$ cat src/rtl/disk_cmd_pkg.sv
package disk_cmd_pkg;

    localparam int BYTE_W    = 8;
    localparam int IDX_W     = 4;
    localparam logic [BYTE_W-1:0] INVALID_STATUS = 8'h80;

    typedef enum logic [2:0] {
        ST_CMD_IDLE,
        ST_CMD_PROC,
        ST_CMD_PARAM,
        ST_EXEC,
        ST_RESULT
    } phase_t;

    typedef struct packed {
        logic             known;
        logic [IDX_W-1:0] nparams;
    } op_info_t;

    function automatic op_info_t lookup_op(input logic [4:0] code);
        op_info_t r;
        r.known   = 1'b1;
        r.nparams = '0;
        unique case (code)
            5'h06:   r.nparams = 4'd8;
            5'h05:   r.nparams = 4'd8;
            5'h0F:   r.nparams = 4'd2;
            5'h03:   r.nparams = 4'd2;
            5'h04:   r.nparams = 4'd1;
            5'h07:   r.nparams = 4'd1;
            5'h08:   r.nparams = 4'd0;
            default: r.known   = 1'b0;
        endcase
        return r;
    endfunction

endpackage

$ cat src/rtl/cmd_opcode_decode.sv
module cmd_opcode_decode
    import disk_cmd_pkg::*;
(
    input  logic [4:0]       code,
    output logic             known,
    output logic [IDX_W-1:0] nparams
);
    op_info_t info;

    always_comb begin
        info    = lookup_op(code);
        known   = info.known;
        nparams = info.nparams;
    end
endmodule

$ cat src/rtl/cmd_proc_timer.sv
module cmd_proc_timer #(
    parameter int CYCLES = 2
) (
    input  logic clk,
    input  logic rst_n,
    input  logic run,
    output logic done
);
    localparam int CNT_W = (CYCLES > 1) ? $clog2(CYCLES) : 1;
    localparam logic [CNT_W-1:0] LAST = CNT_W'(CYCLES - 1);

    logic [CNT_W-1:0] cnt;

    always_ff @(posedge clk or negedge rst_n) begin
        if (!rst_n) begin
            cnt <= '0;
        end else if (!run || done) begin
            cnt <= '0;
        end else begin
            cnt <= cnt + 1'b1;
        end
    end

    assign done = run && (cnt == LAST);
endmodule

$ cat src/rtl/cmd_result_queue.sv
module cmd_result_queue #(
    parameter int DEPTH = 8,
    parameter int W     = 8
) (
    input  logic         clk,
    input  logic         rst_n,
    input  logic         push,
    input  logic [W-1:0] din,
    input  logic         pop,
    output logic [W-1:0] head,
    output logic         empty,
    output logic         last
);
    localparam int AW = (DEPTH > 1) ? $clog2(DEPTH) : 1;
    localparam int CW = $clog2(DEPTH + 1);
    localparam logic [AW-1:0] TOP  = AW'(DEPTH - 1);
    localparam logic [CW-1:0] FULL = CW'(DEPTH);

    logic [W-1:0]  mem [DEPTH];
    logic [AW-1:0] wptr, rptr;
    logic [CW-1:0] cnt;
    logic          do_push, do_pop;

    assign empty   = (cnt == '0);
    assign last    = (cnt == CW'(1));
    assign do_push = push && (cnt != FULL);
    assign do_pop  = pop && !empty;
    assign head    = mem[rptr];

    always_ff @(posedge clk) begin
        if (do_push) begin
            mem[wptr] <= din;
        end
    end

    always_ff @(posedge clk or negedge rst_n) begin
        if (!rst_n) begin
            wptr <= '0;
            rptr <= '0;
            cnt  <= '0;
        end else begin
            if (do_push) begin
                wptr <= (wptr == TOP) ? '0 : wptr + 1'b1;
            end
            if (do_pop) begin
                rptr <= (rptr == TOP) ? '0 : rptr + 1'b1;
            end
            unique case ({do_push, do_pop})
                2'b10:   cnt <= cnt + 1'b1;
                2'b01:   cnt <= cnt - 1'b1;
                default: cnt <= cnt;
            endcase
        end
    end
endmodule

$ cat src/rtl/disk_cmd_intake.sv
module disk_cmd_intake
    import disk_cmd_pkg::*;
#(
    parameter int PROC_CYCLES = 2,
    parameter int RES_DEPTH   = 8
) (
    input  logic              clk,
    input  logic              rst_n,
    input  logic              host_wr,
    input  logic              host_rd,
    input  logic [BYTE_W-1:0] host_wdata,
    output logic [BYTE_W-1:0] host_rdata,
    output logic [BYTE_W-1:0] msr,
    output logic              fifo_en,
    output logic              param_valid,
    output logic [IDX_W-1:0]  param_idx,
    output logic [BYTE_W-1:0] param_byte,
    output logic              exec_start,
    output logic [BYTE_W-1:0] exec_op,
    input  logic              exec_done,
    input  logic              res_push,
    input  logic [BYTE_W-1:0] res_byte
);
    phase_t state, state_nx;

    logic [BYTE_W-1:0] opcode_q;
    logic [IDX_W-1:0]  rcvd_q;
    logic              op_known;
    logic [IDX_W-1:0]  op_need;
    logic              proc_done;
    logic              q_empty, q_last;
    logic [BYTE_W-1:0] q_head;
    logic              q_push, q_pop;
    logic [BYTE_W-1:0] q_din;
    logic              wr_ok, rd_ok;
    logic              rqm, dio, busy;
    logic              go_exec;

    cmd_opcode_decode u_decode (
        .code    (opcode_q[4:0]),
        .known   (op_known),
        .nparams (op_need)
    );

    cmd_proc_timer #(.CYCLES(PROC_CYCLES)) u_timer (
        .clk   (clk),
        .rst_n (rst_n),
        .run   (state == ST_CMD_PROC),
        .done  (proc_done)
    );

    cmd_result_queue #(.DEPTH(RES_DEPTH), .W(BYTE_W)) u_queue (
        .clk   (clk),
        .rst_n (rst_n),
        .push  (q_push),
        .din   (q_din),
        .pop   (q_pop),
        .head  (q_head),
        .empty (q_empty),
        .last  (q_last)
    );

    assign wr_ok   = host_wr && ((state == ST_CMD_IDLE) || (state == ST_CMD_PARAM));
    assign rd_ok   = host_rd && (state == ST_RESULT) && !q_empty;
    assign go_exec = (state == ST_CMD_PROC) && proc_done && op_known && (rcvd_q == op_need);
    assign q_pop   = rd_ok;

    always_comb begin
        q_push = 1'b0;
        q_din  = res_byte;
        if (state == ST_EXEC && res_push) begin
            q_push = 1'b1;
        end else if (state == ST_CMD_PROC && proc_done && !op_known) begin
            q_push = 1'b1;
            q_din  = INVALID_STATUS;
        end
    end

    // Next-state logic
    always_comb begin
        state_nx = state;
        unique case (state)
            ST_CMD_IDLE:  if (wr_ok) state_nx = ST_CMD_PROC;
            ST_CMD_PARAM: if (wr_ok) state_nx = ST_CMD_PROC;
            ST_CMD_PROC: begin
                if (proc_done) begin
                    if (!op_known)              state_nx = ST_RESULT;
                    else if (rcvd_q == op_need) state_nx = ST_EXEC;
                    else                        state_nx = ST_CMD_PARAM;
                end
            end
            ST_EXEC:      if (exec_done) state_nx = q_empty ? ST_CMD_IDLE : ST_RESULT;
            ST_RESULT:    if (q_empty || (rd_ok && q_last)) state_nx = ST_CMD_IDLE;
            default:      state_nx = ST_CMD_IDLE;
        endcase
    end

    // State register and command bookkeeping
    always_ff @(posedge clk or negedge rst_n) begin
        if (!rst_n) begin
            state       <= ST_CMD_IDLE;
            opcode_q    <= '0;
            rcvd_q      <= '0;
            param_valid <= 1'b0;
            param_idx   <= '0;
            param_byte  <= '0;
            exec_start  <= 1'b0;
        end else begin
            state       <= state_nx;
            param_valid <= 1'b0;
            exec_start  <= go_exec;
            if (wr_ok && state == ST_CMD_IDLE) begin
                opcode_q <= host_wdata;
                rcvd_q   <= '0;
            end
            if (wr_ok && state == ST_CMD_PARAM) begin
                param_valid <= 1'b1;
                param_idx   <= rcvd_q;
                param_byte  <= host_wdata;
                rcvd_q      <= rcvd_q + 1'b1;
            end
        end
    end

    // Output decode from state
    always_comb begin
        rqm        = 1'b0;
        dio        = 1'b0;
        busy       = 1'b1;
        fifo_en    = 1'b0;
        host_rdata = '0;
        unique case (state)
            ST_CMD_IDLE: begin
                rqm  = 1'b1;
                busy = 1'b0;
            end
            ST_CMD_PARAM: rqm = 1'b1;
            ST_CMD_PROC:  rqm = 1'b0;
            ST_EXEC:      fifo_en = 1'b1;
            ST_RESULT: begin
                dio        = 1'b1;
                rqm        = !q_empty;
                host_rdata = q_head;
            end
            default: busy = 1'b0;
        endcase
        msr = {rqm, dio, 1'b0, busy, 4'b0000};
    end

    assign exec_op = opcode_q;

endmodule

$ cat config.mk
export PLATFORM = sky130hd
export DESIGN_NAME = disk_cmd_intake
export DESIGN_NICKNAME = d
export VERILOG_FILES = /design/src/rtl/disk_cmd_pkg.sv /design/src/rtl/cmd_opcode_decode.sv /design/src/rtl/cmd_proc_timer.sv /design/src/rtl/cmd_result_queue.sv /design/src/rtl/disk_cmd_intake.sv
export SDC_FILE = /design/constraint.sdc
export NUM_CORES = 1
export LEC_CHECK = 0
export BUFFER_PORTS_ARGS = -buffer_cell sky130_fd_sc_hd__buf_2
export CORE_ASPECT_RATIO = 0.6
export CORE_MARGIN = 1.5
export CORE_UTILIZATION = 43
export DETAILED_ROUTE_END_ITERATION = 8
export SLEW_MARGIN = 20
export SYNTH_ARGS = -nofsm -noshare
export SYNTH_HDL_FRONTEND = slang
export SYNTH_SLANG_ARGS = --single-unit
$ cat constraint.sdc
create_clock -name clk -period 5.3 [get_ports clk]
set_input_delay 0 -clock clk [delete_from_list [all_inputs] [get_ports clk]]
set_output_delay 0 -clock clk [all_outputs]
set_load 0.005 [all_outputs]
==> results of run 1 <==
-- power by group through the flow --
| stage | clock, mW | sequential, mW | combinational (mW) |
|---|---|---|---|
| 6_report | 0.679 | 1.32 | 0.872 |
| 5_1_grt | 0.728 | 1.35 | 0.970 |
| 4_1_cts | 0.692 | 1.32 | 0.879 |
| 3_5_place_dp | 0 | 1.33 | 0.867 |
| 3_3_place_gp | 0 | 1.32 | 0.856 |
| 2_1_floorplan | 0 | 1.18 | 0.758 |
-- worst max-delay path, stage by stage, from the launching register on --
cell and delay [ns]:
dfrtp_1 0.51, nor2b_1 0.26, a211oi_2 0.35, o2111ai_4 0.26, a22oi_4 0.32, inv_4 0.12, nor4b_2 0.91
-- cells by family (layout without fill, tap and decap cells) --
group | after synthesis | after routing | share of synthesized area [%]
buffers and inverters | 32 | 90 | 3.73
muxes | 52 | 52 | 15.9
AOI/OAI and AO/OA | 24 | 24 | 4.26
and+or+nand+nor | 81 | 81 | 10.5
adders and majority gates | 9 | 9 | 2.38
xor gates and xnor gates | 7 | 7 | 1.30
other | 1 | 5 | 0.0794
DFF | 104 | 104 | 61.9
-- final timing paths --
kind                            start           endpoint  cells after the start
min in group asynchronous       rst_n      param_byte[2]                      2
max in group asynchronous       rst_n    u_queue.rptr[0]                      2
hold reg to reg            exec_op[5]         exec_op[5]                      1
setup / recovery           exec_op[2]  u_queue.mem[4][1]                      6
hold / removal                host_wr           state[0]                      3
setup reg to reg           exec_op[2]  u_queue.mem[4][1]                      6
-- per-stage QoR --
step	hold slack, ns	util [%]	cells	power [mW]
after floorplan	-0.296	-	314	1.94
after global placement	0.184	47.6	487	2.18
after detailed placement	0.187	47.6	487	2.20
after CTS	0.00000847	51.3	511	2.89
after global routing	0.0281	51.5	511	3.05
final	0.00527	51.5	511	2.87
-- cell usage in the layout, fill, tap and decap left out, types with 6 or more instances in the layout --
master / instances
nor2b_1: 6
inv_1: 8
ha_1: 9
and2_1: 8
clkbuf_16: 9
nor2_1: 19
dfrtp_1: 39
edfxtp_1: 64
mux4_2: 16
buf_2: 55
nand2_1: 11
dlygate4sd3_1: 9
mux2i_1: 11
mux2_2: 25
-- cell type report --
| type | instances | area [um2] | share of cell area [%] |
|---|---|---|---|
| Clock inverter | 4 | 70.1 | 1.28 |
| Multi-Input combinational cell | 178 | 1660 | 30.3 |
| Tap cell | 139 | 174 | 3.18 |
| Clock buffer | 11 | 233 | 4.25 |
| Timing Repair Buffer | 66 | 380 | 6.95 |
| Inverter | 9 | 36.3 | 0.663 |
| Sequential cell | 104 | 2920 | 53.4 |
-- routing by layer --
layer	global-route usage, %	part of all wire [%]
met1	26.8	49
met2	24.3	43
met3	3.88	5.8
met4	5.07	1.4
met5	0	0
-- registers in the layout, summed over array words and instances, names as in the netlist, 4 cells and up --
register     cells
exec_op          8
param_byte       8
param_idx        4
rcvd_q           4
u_queue.cnt      4
u_queue.mem     64
==> impl_results.md, run 1 <==
* Syn avg cell area at 15.2 um2
* Fill count at 913
* Total of max-cap violations at 0
* # setup viols final at 0
* Final hold vios at 0
* Dpl cell area at 5060 um2
* CORE AREA at 10600 um2
* Worst-path clk slew at 0.06 ns
* P&R area growth vs syn at 15.9%
* H-tree Lvls at 3
* Vias per inst at 5.27
* GRT overflow at 0
* Initial Utilization at 44.4%
* Nets@finish at 399
* Comb power frac at 30.4%
* R2R Setup Slk at 2.18 ns
* Clock skew at 0.00463 ns
* Flops & latches, synth at 104
* PortBufs at 55
* WS Path Type: flip-flop to flip-flop
* Leak Pwr at 2.14 nW
* Startpoint Class: flip-flop
* Largest net degree at the start of global routing at 41
* Status: finished, final reports clean
* Most area-hungry cell type in the Yosys netlist: edfxtp_1
* Yosys warnings at 0
* Critical Path Sink Type: flip-flop
* Max FO, Critical Path at 11
* # IOs at 61
* Post-synth EDFFs at 64
* Most numerous cell in the Yosys netlist: edfxtp_1
* Top cell type's share of synthesized area at 40.7%
* Share of synthesized registers carrying an async set or reset at 38.5%
* WP data arrival at 3.08 ns
* # hold bufs at CTS at 9
* Sequential Power Share at 45.9%
* Post-Synthesis Cells at 310
* Initial detailed-routing violation count at 183
* Synth area leaders: edfxtp_1 (41%), dfrtp_1 (21%), mux4_2 (7.6%)
* Final Cycle Share at 58.8%
* Placer Congestion at 0.852
* Row count at 29
* Commonest cells post-synth: edfxtp_1 (64), dfrtp_1 (40), mux2_2 (25)
* RSZ-0062 raised after global routing: false
* Worst-Margin Slew at 1.04 ns
* DRC errors left at 0
* Synth cell types at 53
* First-pass GRT wire length at 15200 um
* Antenna violations before repair at 0
* P per Cell Area at 523 nW/um2
* Routed via count at 2692
* Clock sinks at 104
* Drt first pass iters at 4
* Setup bufs post-CTS at 0
* Worst-case clock buffer depth at 2
* Die Span X at 138 um
* Final ANT Viol Nets at 0
* Most used flip-flop cell after synthesis: edfxtp_1
* Avg WL per Cell at 18.5 um
* FMAX at 321 MHz
* Clock root cell: clkbuf_16
* Min setup slack post-route at 2.18 ns
* Switch share at 32.5%
* Clock power frac at 23.7%
* Vias in the first global route at 2704
* P_int at 1.93 mW
* Clk Latency, worst-skew pair at 0.34 ns
* Cell Area, Synth at 4720 um2
* Num CTS Buffers at 9
* Total Wirelength at 9430 um
* Die Span Y at 84.2 um
* Final TNS setup at 0 ns
* Share of layout cells above drive strength 1 at 34.1%
* Worst hold path type: input port to flip-flop
* Psw at 0.933 mW
* Total die area at 11600 um2
* Slew headroom at 30.2%
* Required @ worst endpoint at 5.26 ns
* Dpl ws at 2.14 ns
* CTS tree: done
* Placed wire-length estimate at 6580 um
* Post-cts resize count at 0
* Post-route cell area at 5480 um2
* Peak supply drop at 0.000248 V
* Sequential share of the synthesized area at 61.9%
* Max-slew violations at 0
* Overall routing resource usage at 17.3%
* Final critical-path required period at 3.12 ns
* Ant. Diodes at 0
Power figures use the tool's default switching activity.
==> inputs of run 2 (changes only) <==
==> constraint.sdc (replaced) <==
create_clock -name clk -period 3.2 [get_ports clk]
set_input_delay 0 -clock clk [delete_from_list [all_inputs] [get_ports clk]]
set_output_delay 0 -clock clk [all_outputs]
set_load 0.005 [all_outputs]
==> run 2 against run 1 <==
Against the previous run:
- die area stayed put
- critical path depth up 3
- via count up 2.5%
- routed wire length shrank 1.4%
- register-to-register slack lost 1.6 ns
- combinational power rose by 71%
- setup slack got worse by 1.6 ns
- critical endpoint is now u_queue.cnt[3]
- largest cell class unchanged
- highest routed layer unchanged
==> impl_results.md, run 2 (same netlist as run 1, synthesis figures left out) <==
* Status: finished, final reports clean
* Initial detailed-routing violation count at 195 (+6.6%)
* Share of layout cells above drive strength 1 at 35.2% (+1.0 points)
* Final critical-path required period at 2.60 ns (-0.512 ns)
* Largest register FFs at 64 (unchanged)
* R2R Setup Slk at 0.60 ns (-1.59 ns)
* Total Wirelength at 9300 um (-1.4%)
* # IOs at 61 (unchanged)
* Startpoint Class: flip-flop
* Vias per inst at 5.31 (+0.72%)
* Peak supply drop at 0.000376 V (+52%)
* Utilization after layout at 52.1% (+0.61 points)
* Critical R2R Capture: u_queue.cnt[3]
* Leak Pwr at 2.18 nW (+2.3%)
* Antenna violations before repair at 0 (unchanged)
* Die Span X at 138 um (unchanged)
* Num CTS Buffers at 9 (unchanged)
* Row count at 29 (unchanged)
* Setup bufs post-CTS at 0 (unchanged)
* Total die area at 11600 um2 (unchanged)
* P&R area growth vs syn at 17.3%
* Required @ worst endpoint at 3.47 ns (-1.79 ns)
* Initial Utilization at 44.4% (unchanged)
* Biggest register: u_queue.mem
* Clk Latency, worst-skew pair at 0.35 ns (about the same)
* Most frequent cells in the layout: edfxtp_1 (64), buf_2 (55), dfrtp_1 (40)
* WS Path Type: flip-flop to flip-flop
* Hold Path Origin: exec_done
* CORE AREA at 10600 um2 (unchanged)
* First-pass GRT wire length at 15300 um (+0.77%)
* Final TNS setup at 0 ns (unchanged)
* Final hold vios at 0 (unchanged)
* H-tree Lvls at 3 (unchanged)
* PortBufs at 55 (unchanged)
* Nets@finish at 407 (+2.0%)
* DRC errors left at 0 (unchanged)
* Final ANT Viol Nets at 0 (unchanged)
* Vias in the first global route at 2740 (+1.3%)
* WP data arrival at 2.88 ns (-0.20 ns)
* FMAX at 384 MHz (+20%)
* RSZ-0062 raised after global routing: false
* Worst-Margin Slew at 0.916 ns (-0.128 ns)
* Total of max-cap violations at 0 (unchanged)
* Clock skew at 0.00897 ns (+0.00434 ns)
* Hold-critical path endpoint: state[1]
* Max-slew violations at 0 (unchanged)
* GRT overflow at 0 (unchanged)
* Worst Reg2Reg Path Length in Cells at 9 (+3)
* Die Span Y at 84.2 um (unchanged)
* Placer Congestion at 0.826 (-3.1%)
* Largest net degree at the start of global routing at 41 (unchanged)
* Clock sinks at 104 (unchanged)
* Critical Path Sink Type: flip-flop
* P per Cell Area at 868 nW/um2 (+66%)
* Ant. Diodes at 0 (unchanged)
* Worst hold path type: input port to flip-flop
* Worst-path clk slew at 0.07 ns (about the same)
* Fill count at 915 (+0.22%)
* Clock root cell: clkbuf_16
* Hold path cells at 4 (+1)
* # setup viols final at 0 (unchanged)
* Critical R2R Launch: exec_op[3]
* Most common cell after layout, fill and taps aside: edfxtp_1
* Slew headroom at 38.9% (+8.7 points)
* CTS tree: done
* Max FO, Critical Path at 12 (+1)
* Post-cts resize count at 0 (unchanged)
* Final Cycle Share at 81.4% (+23 points)
* Drt first pass iters at 4 (unchanged)
* Placed wire-length estimate at 6540 um (-0.67%)
* Worst-case clock buffer depth at 2 (unchanged)
* Overall routing resource usage at 17.4% (+0.14 points)
* Avg WL per Cell at 17.9 um (-3.1%)
* Routed via count at 2759 (+2.5%)
## run 2: changes by cell type in the layout (fill, tap and decap cells not counted), moves of 2 or more
cell / delta
inv_6: +4
nor3_1: +2
buf_4: +7
nor3_2: -2
clkbuf_1: -2
## run 2: where the power goes
part | leakage, nW | switching (mW) | internal [mW]
Combinational | 0.936 | 0.705 | 0.788
Sequential | 1.09 | 0.373 | 1.75
Clock | 0.161 | 0.501 | 0.695
## run 2: critical path: stages, from the launching register on
cell and delay, ns:
dfrtp_1 0.59, nor2b_1 0.19, a211oi_2 0.33, o2111ai_4 0.25, a22oi_4 0.30, inv_4 0.10
ha_1 0.25, nand4b_1 0.18, a21oi_1 0.17, xor2_1 0.15
## run 2: metrics by stage
stage,power (mW),worst slack [ns],instances,area [um2],hold WS [ns]
after floorplan,3.21,0.443,314,4740,-0.296
after global placement,3.62,0.700,494,5120,0.182
after detailed placement,3.65,0.614,494,5120,0.183
after CTS,4.86,0.605,520,5540,0.0365
after global routing,5.10,0.346,520,5540,0.116
final,4.81,0.595,520,5540,0.0466
## run 2: area by class of cell
cell class / instances / area (um2) / share of cell area (%)
sequential: 104 / 2920 / 52.7
multi-input combinational: 178 / 1640 / 29.6
timing repair buffer: 74 / 443 / 7.99
clock buffer: 9 / 225 / 4.06
tap: 139 / 174 / 3.14
clock inverter: 7 / 100 / 1.81
inverter: 9 / 36.3 / 0.655
## run 2: timing repair
action / in CTS / in global routing
hold endpoints to repair: 57 / 0
endpoints found under the setup margin: 0 / 0
hold buffers: 10 / 0
## run 2: how the worst max path moves through the flow
stage                from           endpoint  slack [ns]  depth (start not counted)
6_report       exec_op[3]     u_queue.cnt[3]        0.60                          9
5_1_grt        exec_op[3]     u_queue.cnt[3]        0.35                          9
4_1_cts        exec_op[1]     u_queue.cnt[3]        0.60                          9
3_5_place_dp   exec_op[1]     u_queue.cnt[3]        0.61                          9
3_3_place_gp   exec_op[1]     u_queue.cnt[3]        0.70                          9
2_1_floorplan  exec_op[1]  u_queue.mem[0][0]        0.44                          7
## run 2: per-layer routing
metal  wire length (um)  up-vias  track usage, %  part of all wire (%)
li1                   -     1281               -                     -
met1               4830     1415            26.9                    52
met2               3910       52            23.7                    42
met3                420       11            4.68                   4.5
met4                137        0            5.84                   1.5
met5                  0        -               0                     0
